<file path="config.mk">
export PLATFORM = sky130hd
export DESIGN_NAME = stack_seq
export DESIGN_NICKNAME = d
export VERILOG_FILES = /design/src/rtl/stack_seq.sv
export SDC_FILE = /design/constraint.sdc
export NUM_CORES = 1
export LEC_CHECK = 0
export BUFFER_PORTS_ARGS = -buffer_cell sky130_fd_sc_hd__buf_4
export CAP_MARGIN = 20
export CORE_UTILIZATION = 47
export CTS_CLUSTER_SIZE = 24
export DETAILED_ROUTE_END_ITERATION = 8
export PLACE_DENSITY = 0.73
export SYNTH_ARGS = -nofsm -noshare
export SYNTH_HDL_FRONTEND = slang
export SYNTH_SLANG_ARGS = --single-unit
export TNS_END_PERCENT = 1
</file>
<file path="constraint.sdc">
create_clock -name clk -period 4.2 [get_ports clk]
set_input_delay 0.84 -clock clk [delete_from_list [all_inputs] [get_ports clk]]
set_output_delay 0.84 -clock clk [all_outputs]
set_load 0.01 [all_outputs]
</file>
<file path="src/rtl/stack_seq.sv">
module stack_seq #(
  parameter int DW       = 8,
  parameter int CALL_LEN = 3,
  parameter int RST_LEN  = 1,
  parameter int RET_LEN  = 1,
  parameter int VEC_STEP = 8
) (
  input  logic              clk,
  input  logic              rst_n,
  input  logic              start,
  input  logic [3:0]        op,
  input  logic              cond_ok,
  input  logic [2*DW-1:0]   target,
  input  logic [2*DW-1:0]   pc_in,
  input  logic [2*DW-1:0]   sp_in,
  input  logic [2*DW-1:0]   pair_in,
  input  logic [2:0]        vec_idx,
  input  logic [DW-1:0]     mem_rdata,
  output logic [2*DW-1:0]   mem_addr,
  output logic [DW-1:0]     mem_wdata,
  output logic              mem_we,
  output logic              mem_re,
  output logic [2*DW-1:0]   sp_out,
  output logic [2*DW-1:0]   pc_out,
  output logic [2*DW-1:0]   pop_data,
  output logic              ime_set,
  output logic              done
);
  localparam int AW = 2*DW;
  localparam logic [DW-1:0] FMASK = {{4{1'b1}}, {(DW-4){1'b0}}};
  localparam logic [3:0] OP_PUSH = 4'd0, OP_PUSHF = 4'd1, OP_POP = 4'd2, OP_POPF = 4'd3,
                         OP_CALL = 4'd4, OP_CALLC = 4'd5, OP_RET = 4'd6, OP_RETC = 4'd7,
                         OP_RST  = 4'd8, OP_RETI  = 4'd9;

  logic          busy;
  logic [2:0]    step;
  logic [3:0]    op_r;
  logic          taken_r;
  logic [AW-1:0] sp_r, word_r, pcn_r, pop_r;

  logic          taken_s;
  logic [AW-1:0] word_s, pcn_s;

  always_comb begin
    taken_s = (op == OP_CALLC || op == OP_RETC) ? cond_ok : 1'b1;
    case (op)
      OP_PUSHF:         word_s = {pair_in[AW-1:DW], pair_in[DW-1:0] & FMASK};
      OP_CALL, OP_CALLC: word_s = pc_in + AW'(CALL_LEN);
      OP_RST:           word_s = pc_in + AW'(RST_LEN);
      default:          word_s = pair_in;
    endcase
    case (op)
      OP_CALL:  pcn_s = target;
      OP_CALLC: pcn_s = cond_ok ? target : pc_in + AW'(CALL_LEN);
      OP_RST:   pcn_s = AW'(vec_idx) * AW'(VEC_STEP);
      OP_RETC:  pcn_s = pc_in + AW'(RET_LEN);
      default:  pcn_s = pc_in;
    endcase
  end

  logic       is_push, is_pop, ret_taken;
  logic [2:0] base, n_len;

  always_comb begin
    is_push = 1'b0;
    is_pop  = 1'b0;
    base    = 3'd1;
    n_len   = 3'd1;
    case (op_r)
      OP_PUSH, OP_PUSHF, OP_RST: begin is_push = 1'b1; n_len = 3'd4; end
      OP_POP, OP_POPF:           begin is_pop  = 1'b1; n_len = 3'd3; end
      OP_CALL, OP_CALLC: begin
        is_push = taken_r;
        base    = 3'd3;
        n_len   = taken_r ? 3'd6 : 3'd3;
      end
      OP_RET, OP_RETI:           begin is_pop  = 1'b1; n_len = 3'd4; end
      OP_RETC: begin
        is_pop = taken_r;
        base   = 3'd2;
        n_len  = taken_r ? 3'd5 : 3'd2;
      end
      default: ;
    endcase
  end

  wire [2:0] rel    = step - base;
  wire       in_win = busy && (step >= base);
  wire       sp_dec = in_win && is_push && (rel == 3'd0 || rel == 3'd2);
  wire       wr_hi  = in_win && is_push && rel == 3'd1;
  wire       wr_lo  = in_win && is_push && rel == 3'd3;
  wire       rd_lo  = in_win && is_pop  && rel == 3'd0;
  wire       rd_hi  = in_win && is_pop  && rel == 3'd1;

  assign ret_taken = (op_r == OP_RET) || (op_r == OP_RETI) || (op_r == OP_RETC && taken_r);

  assign mem_addr  = sp_r;
  assign mem_we    = wr_hi || wr_lo;
  assign mem_re    = rd_lo || rd_hi;
  assign mem_wdata = wr_hi ? word_r[AW-1:DW] : word_r[DW-1:0];
  assign done      = busy && (step == n_len);
  assign ime_set   = done && (op_r == OP_RETI);
  assign sp_out    = sp_r;
  assign pop_data  = pop_r;
  assign pc_out    = ret_taken ? pop_r : pcn_r;

  always_ff @(posedge clk) begin
    if (!rst_n) begin
      busy    <= 1'b0;
      step    <= 3'd0;
      op_r    <= OP_PUSH;
      taken_r <= 1'b0;
      sp_r    <= '0;
      word_r  <= '0;
      pcn_r   <= '0;
      pop_r   <= '0;
    end else if (!busy) begin
      if (start && op <= OP_RETI) begin
        busy    <= 1'b1;
        step    <= 3'd1;
        op_r    <= op;
        taken_r <= taken_s;
        sp_r    <= sp_in;
        word_r  <= word_s;
        pcn_r   <= pcn_s;
      end
    end else begin
      if (done) busy <= 1'b0;
      else      step <= step + 3'd1;
      if (sp_dec)              sp_r <= sp_r - 1'b1;
      else if (rd_lo || rd_hi) sp_r <= sp_r + 1'b1;
      if (rd_lo) pop_r[DW-1:0]  <= (op_r == OP_POPF) ? (mem_rdata & FMASK) : mem_rdata;
      if (rd_hi) pop_r[AW-1:DW] <= mem_rdata;
    end
  end

  assert_done_pulse_R11: assert property (@(posedge clk) disable iff (!rst_n)
    done |=> !done);
  assert_busy_holds_op_R11: assert property (@(posedge clk) disable iff (!rst_n)
    (busy && !done) |=> $stable(op_r) && busy);
  assert_read_advances_sp_R4: assert property (@(posedge clk) disable iff (!rst_n)
    mem_re |=> (sp_out == $past(sp_out) + 1'b1));
  assert_writes_apart_R2: assert property (@(posedge clk) disable iff (!rst_n)
    mem_we |=> !mem_we);
  assert_no_rw_clash_R4: assert property (@(posedge clk) disable iff (!rst_n)
    !(mem_we && mem_re));
endmodule

</file>
Word-level counts from Yosys, hierarchy flattened:

Cells that the tools add are included.

* bits in registers: 73
* input port bits: 83
* output and inout bits: 76
* word-level logic and storage cells: 93

* $add $sub $neg: 6
* $lt $le $gt $ge: 2
* eq/ne operators: 20
* muxes and demuxes: 23
* bitwise logic cells: 1
* reduce and logical (&&, ||, !) cells: 32

Operators by type and width (number)
* $mux 16: 6
* $pmux 16 s4: 1
* $pmux 16 s3: 1
* $add 16x1->16 const B: 2
* $eq 4x3->1 const B: 7
* $add 16x2->16 const B: 1
* $sub 16x1->16 const B: 1
* $mux 3: 5
* $eq 4x4->1 const B: 3
* $logic_and 1x1->1: 12
* $pmux 3 s4: 1
* $reduce_and 2->1: 5
* $eq 4x1->1 const B: 2
* $eq 4x2->1 const B: 2
* $mux 8: 1
* $eq 3x2->1 const B: 2
* $logic_or 1x1->1: 6
* $reduce_or 2->1: 3
* $reduce_or 5->1: 1
* $le 4x4->1 const B: 1
* $logic_not 4->1: 1
* $mux 1: 4
* $mux 4: 1
* $pmux 1 s2: 2
* 13 further kinds: 13

Logic depth before layout (Yosys ltp):

* depth in word-level cells: 11
* mapped depth: 17
* mapped depth without buffers: 15

Least setup slack after synthesis:

Ideal clock, no wire load.

* kind: reg2reg
* start point: reg op_r[3]
* end point: reg sp_r[15] (netlist: mem_addr[15])
* library setup time: 0.133 ns
* arrival time: 3.497 ns
* data required time: 4.067 ns
* setup slack: 0.570 ns
* stages on the path, launching flop included: 18
* buffers on the path: 2
* period minus slack after synthesis: 3.630 ns
* cell sequence: dfxtp_1 buf_6 nor2b_1 nand3_1 ha_1 fa_1 xnor2_1 nand2_1 or3_1 buf_4 clkinv_4 ha_1 a211oi_1 o211ai_1 a22o_1 o211ai_1 mux2i_1 a31oi_1

* cells in the longest elaborated chain, start to end: 10
* elaborated cells on any way between the ends: 33
* classes of those cells: 1 x add/sub; 1 x order compare; 12 x eq/ne; 5 x mux; 14 x reduce/logical

RTL lines
* start: declaration: RTL line 37 `logic [3:0] op_r;`
* start signal: assignment: RTL line 121 `op_r <= op;`
* parallel branches: the longest is 10 deep, another holds $sub 3x3->3
* end signal: assignment: RTL line 123 `sp_r <= sp_in;`
* end signal: assignment: RTL line 130 `if (sp_dec) sp_r <= sp_r - 1'b1;`
* end signal: assignment: RTL line 131 `else if (rd_lo || rd_hi) sp_r <= sp_r + 1'b1;`
* end: declaration: RTL line 39 `logic [AW-1:0] sp_r, word_r, pcn_r, pop_r;`

Several ways; the timed one is not identified.
A chain may end at the register's enable or synchronous reset.

Final worst setup path:

* start point: reg op_r[3]
* end point: out mem_wdata[1]

* cells in the longest elaborated chain, start to end: 8
* elaborated cells on any way between the ends: 17
* classes of those cells: 1 x add/sub; 1 x order compare; 6 x eq/ne; 3 x mux; 6 x reduce/logical

RTL lines
* parallel branches: the longest is 6 deep, another holds $sub 3x3->3
* $logic_and 1x1->1 (*): RTL line 90 `wire wr_hi = in_win && is_push && rel == 3'd1;`
* $mux 8 (*): RTL line 100 `assign mem_wdata = wr_hi ? word_r[AW-1:DW] : word_r[DW-1:0];`
* end: declaration: RTL line 20 `output logic [DW-1:0] mem_wdata,`

Every way passes the cells marked *.

==> flow_summary.toml <==
[run_status]
status = "finished with violations"
violations = "DRC"

[die]
start_util_pct = 48.7
io_pins = 159
dieArea_mm2 = 0.0124
die_height_um = 111
coreArea_mm2 = 0.0115
rows = 39
die_x_um = 111

[clocking]
cts.sinks = 73
cts_buffers = 9
clkSlewWorstSetupHoldPaths_ns = 0.06
cts_root_buffer = "clkbuf_16"
cts-htree-levels = 3
clk_path_buf_depth = 2
worst_skew_pair.late_latency_ns = 0.35
cts_tree = "done"
hold_buffers = 0
post_cts_buffers = 0

[sta]
fin_ws_ns = 0.162
setup_tns_ns = 0
maxSlewViolCount = 0
whs_ns = 0.483
finClkSkew_ns = 0.00497
max-slew-margin-rel_pct = 44.2
worstMarginPinSlew_ns = 0.831
min_period_ns = 4.04
setup_viol = 0
hold_violations = 0
min_period_over_period_pct = 96.1
fmax_ghz = 0.248

[yosys]
yosysSeqAreaShare_pct = 26.1
synth_most_common_cell = "dfxtp_1"
netlist_top_cells_area = "dfxtp_1 26%, a21oi_1 5.8%, mux2_2 5.0%"
synth-edff-count = 0
syn_nets = 823
synth_area_leader_cell = "dfxtp_1"
syn_area_mm2 = 0.00561
synthFlopType = "dfxtp_1"
syn_avg_cell_area_um2 = 7.80
synth_cell_types = 75
yosysWarnings = 0
synth_seq_cells = 73
synthTopCellsByCount = "73 x dfxtp_1, 68 x nand2_1, 65 x a21oi_1"
yosysTopAreaCellShare_pct = 26.1
synth_cells = 719
synthArstFlopShare_pct = 0

[place]
dp.cells = 959
gp_congestion = 0.919
dp_hpwl_um = 13900
port_buffers = 158
place_ws_ns = 0.204
placed_area_mm2 = 0.00668

[route]
dr.pass1.iters = 7
post_drt_wl_per_cell_um = 19.6
via_per_inst = 6.25
route.vias.total = 6089
dr.first_iter.drc_count = 372
drtAntennaViolNets = 0
wl_um = 19100
route.detailed.drc = 18

[finish]
finalNonFillerCells = 975
drive_above_1_share_pct = 27.8
num-fill-cells = 1080
area_growth_pct = 24.9
fin_area_mm2 = 0.00701
antennaDiodeCount = 0
fin_util_pct = 60.8
nets = 931

[global_route]
grt_pass1_wl_um = 30500
grt_usage_pct = 31.0
antenna_found_initial = 0
grt_pass1_vias = 5968
grt_max_degree = 41
grt_overflow = 0

[setup_path]
critPathRequiredTime_ns = 3.36
start_kind = "flop"
arrival_ns = 3.20
path_class = "reg -> out"
cp_max_fo = 9
reg2reg_slack_ns = 0.30
reg2reg_depth = 15
end_kind = "primary output"
reg2reg_from = "op_r[3]$_SDFFE_PN0P_"
r2r-end = "mem_addr[12]$_SDFFE_PN0P_"

[power_and_ir_drop]
switching_power_mw = 0.653
power_mw = 2.10
powerDensity_mw_per_mm2 = 300
p_leak_nw = 2.92
p_seq_share_pct = 37.0
ir_drop_mv = 0.154
power.share.switching_pct = 31.1
pwr-share-clk_pct = 37.8
intPower_mw = 1.45
combPwrFrac_pct = 25.1

[worst_hold_path]
hp-start = "pop_data[0]$_SDFFE_PN0P_"
holdPathStages = 2
holdPathEnd = "pop_data[0]$_SDFFE_PN0P_"
min_path_type = "reg -> reg"

[run]
max_cap_violations = 0
-- cell families after synthesis --
logic type,count (synthesis),synth area share (%)
AO/OA/AOI/OAI,236,27.7
XOR/XNOR,33,5.15
adder cells (fa/ha/maj),22,5.13
buffers and inverters,87,7.81
flip-flops,73,26.1
multiplexers,42,8.05
AND/OR/NAND/NOR,226,20.1
-- repair_timing --
action / CTS / global route
endpoints found under the hold margin: 0 / 0
gates resized for setup: 0 / 6
endpoints found under the setup margin: 0 / 15
-- placed cells by master (no fill, tap or decap), drive strengths merged, types with 5 or more instances in the layout --
cell / count
dfxtp: 73
o22ai: 6
a21oi: 65
xor2: 19
a22oi: 9
mux2: 25
a221oi: 24
a221o: 7
ha: 19
nand3b: 5
nand4: 6
buf: 169
a211oi: 17
nand2b: 5
nand3: 19
o21ai: 53
a31oi: 10
nand2: 68
or3: 6
nor3b: 5
xnor2: 14
inv: 15
nor2: 57
nor2b: 7
and2: 9
a21o: 5
clkbuf: 13
nor3: 19
mux2i: 17
-- layout make-up --
| type | instances | area [µm²] | share of cell area [%] |
|---|---|---|---|
| Timing Repair Buffer | 169 | 1270 | 18.1 |
| Clock inverter | 3 | 21.3 | 0.304 |
| Multi-Input combinational cell | 559 | 3730 | 53.3 |
| Sequential cell | 73 | 1460 | 20.9 |
| Clock buffer | 13 | 280 | 4.00 |
| Inverter | 15 | 63.8 | 0.911 |
| Tap cell | 143 | 179 | 2.55 |
-- power by group through the flow --
stage	registers [mW]	clock network, mW	logic (mW)
floorplan	0.783	0	0.323
global placement	0.789	0	0.506
detailed placement	0.792	0	0.515
CTS	0.777	0.801	0.519
global route	0.783	0.827	0.572
finish	0.777	0.794	0.528
-- worst max-delay path: stages, from the launching register on --
cell     delay [ns]
dfxtp_1        0.38
nor2b_2        0.21
nand3_1        0.10
ha_1           0.23
fa_1           0.38
xnor2_1        0.19
nand2_1        0.12
nor4_2         0.42
nand2_1        0.14
buf_4          0.22
mux2_2         0.29
buf_4          0.14
-- how the worst max path moves through the flow --
stage | start | end | slack (ns) | depth (start not counted)
finish | op_r[3]$_SDFFE_PN0P_ | mem_wdata[1] | 0.16 | 11
global route | op_r[3]$_SDFFE_PN0P_ | mem_wdata[7] | -0.009 | 11
CTS | op_r[3]$_SDFFE_PN0P_ | mem_wdata[7] | 0.05 | 11
detailed placement | op_r[3]$_SDFFE_PN0P_ | mem_addr[15]$_SDFFE_PN0P_ | 0.20 | 15
global placement | op_r[3]$_SDFFE_PN0P_ | mem_addr[14]$_SDFFE_PN0P_ | 0.31 | 15
floorplan | op_r[3]$_SDFFE_PN0P_ | mem_addr[15]$_SDFFE_PN0P_ | 0.57 | 17
-- sequential cells by signal (all words and copies together), names as in the netlist --
signal / cells
op_r: 4
busy: 1
taken_r: 1
pcn_r: 16
word_r: 16
step: 3
pop_data: 16
mem_addr: 16
-- layer usage --
| layer | GRT usage (%) | part of all wire [%] |
|---|---|---|
| met3 | 3.99 | 6.8 |
| met5 | 0 | 0 |
| met1 | 39.5 | 43 |
| met2 | 51.5 | 47 |
| met4 | 15.3 | 2.7 |
Power figures use the tool's default switching activity.
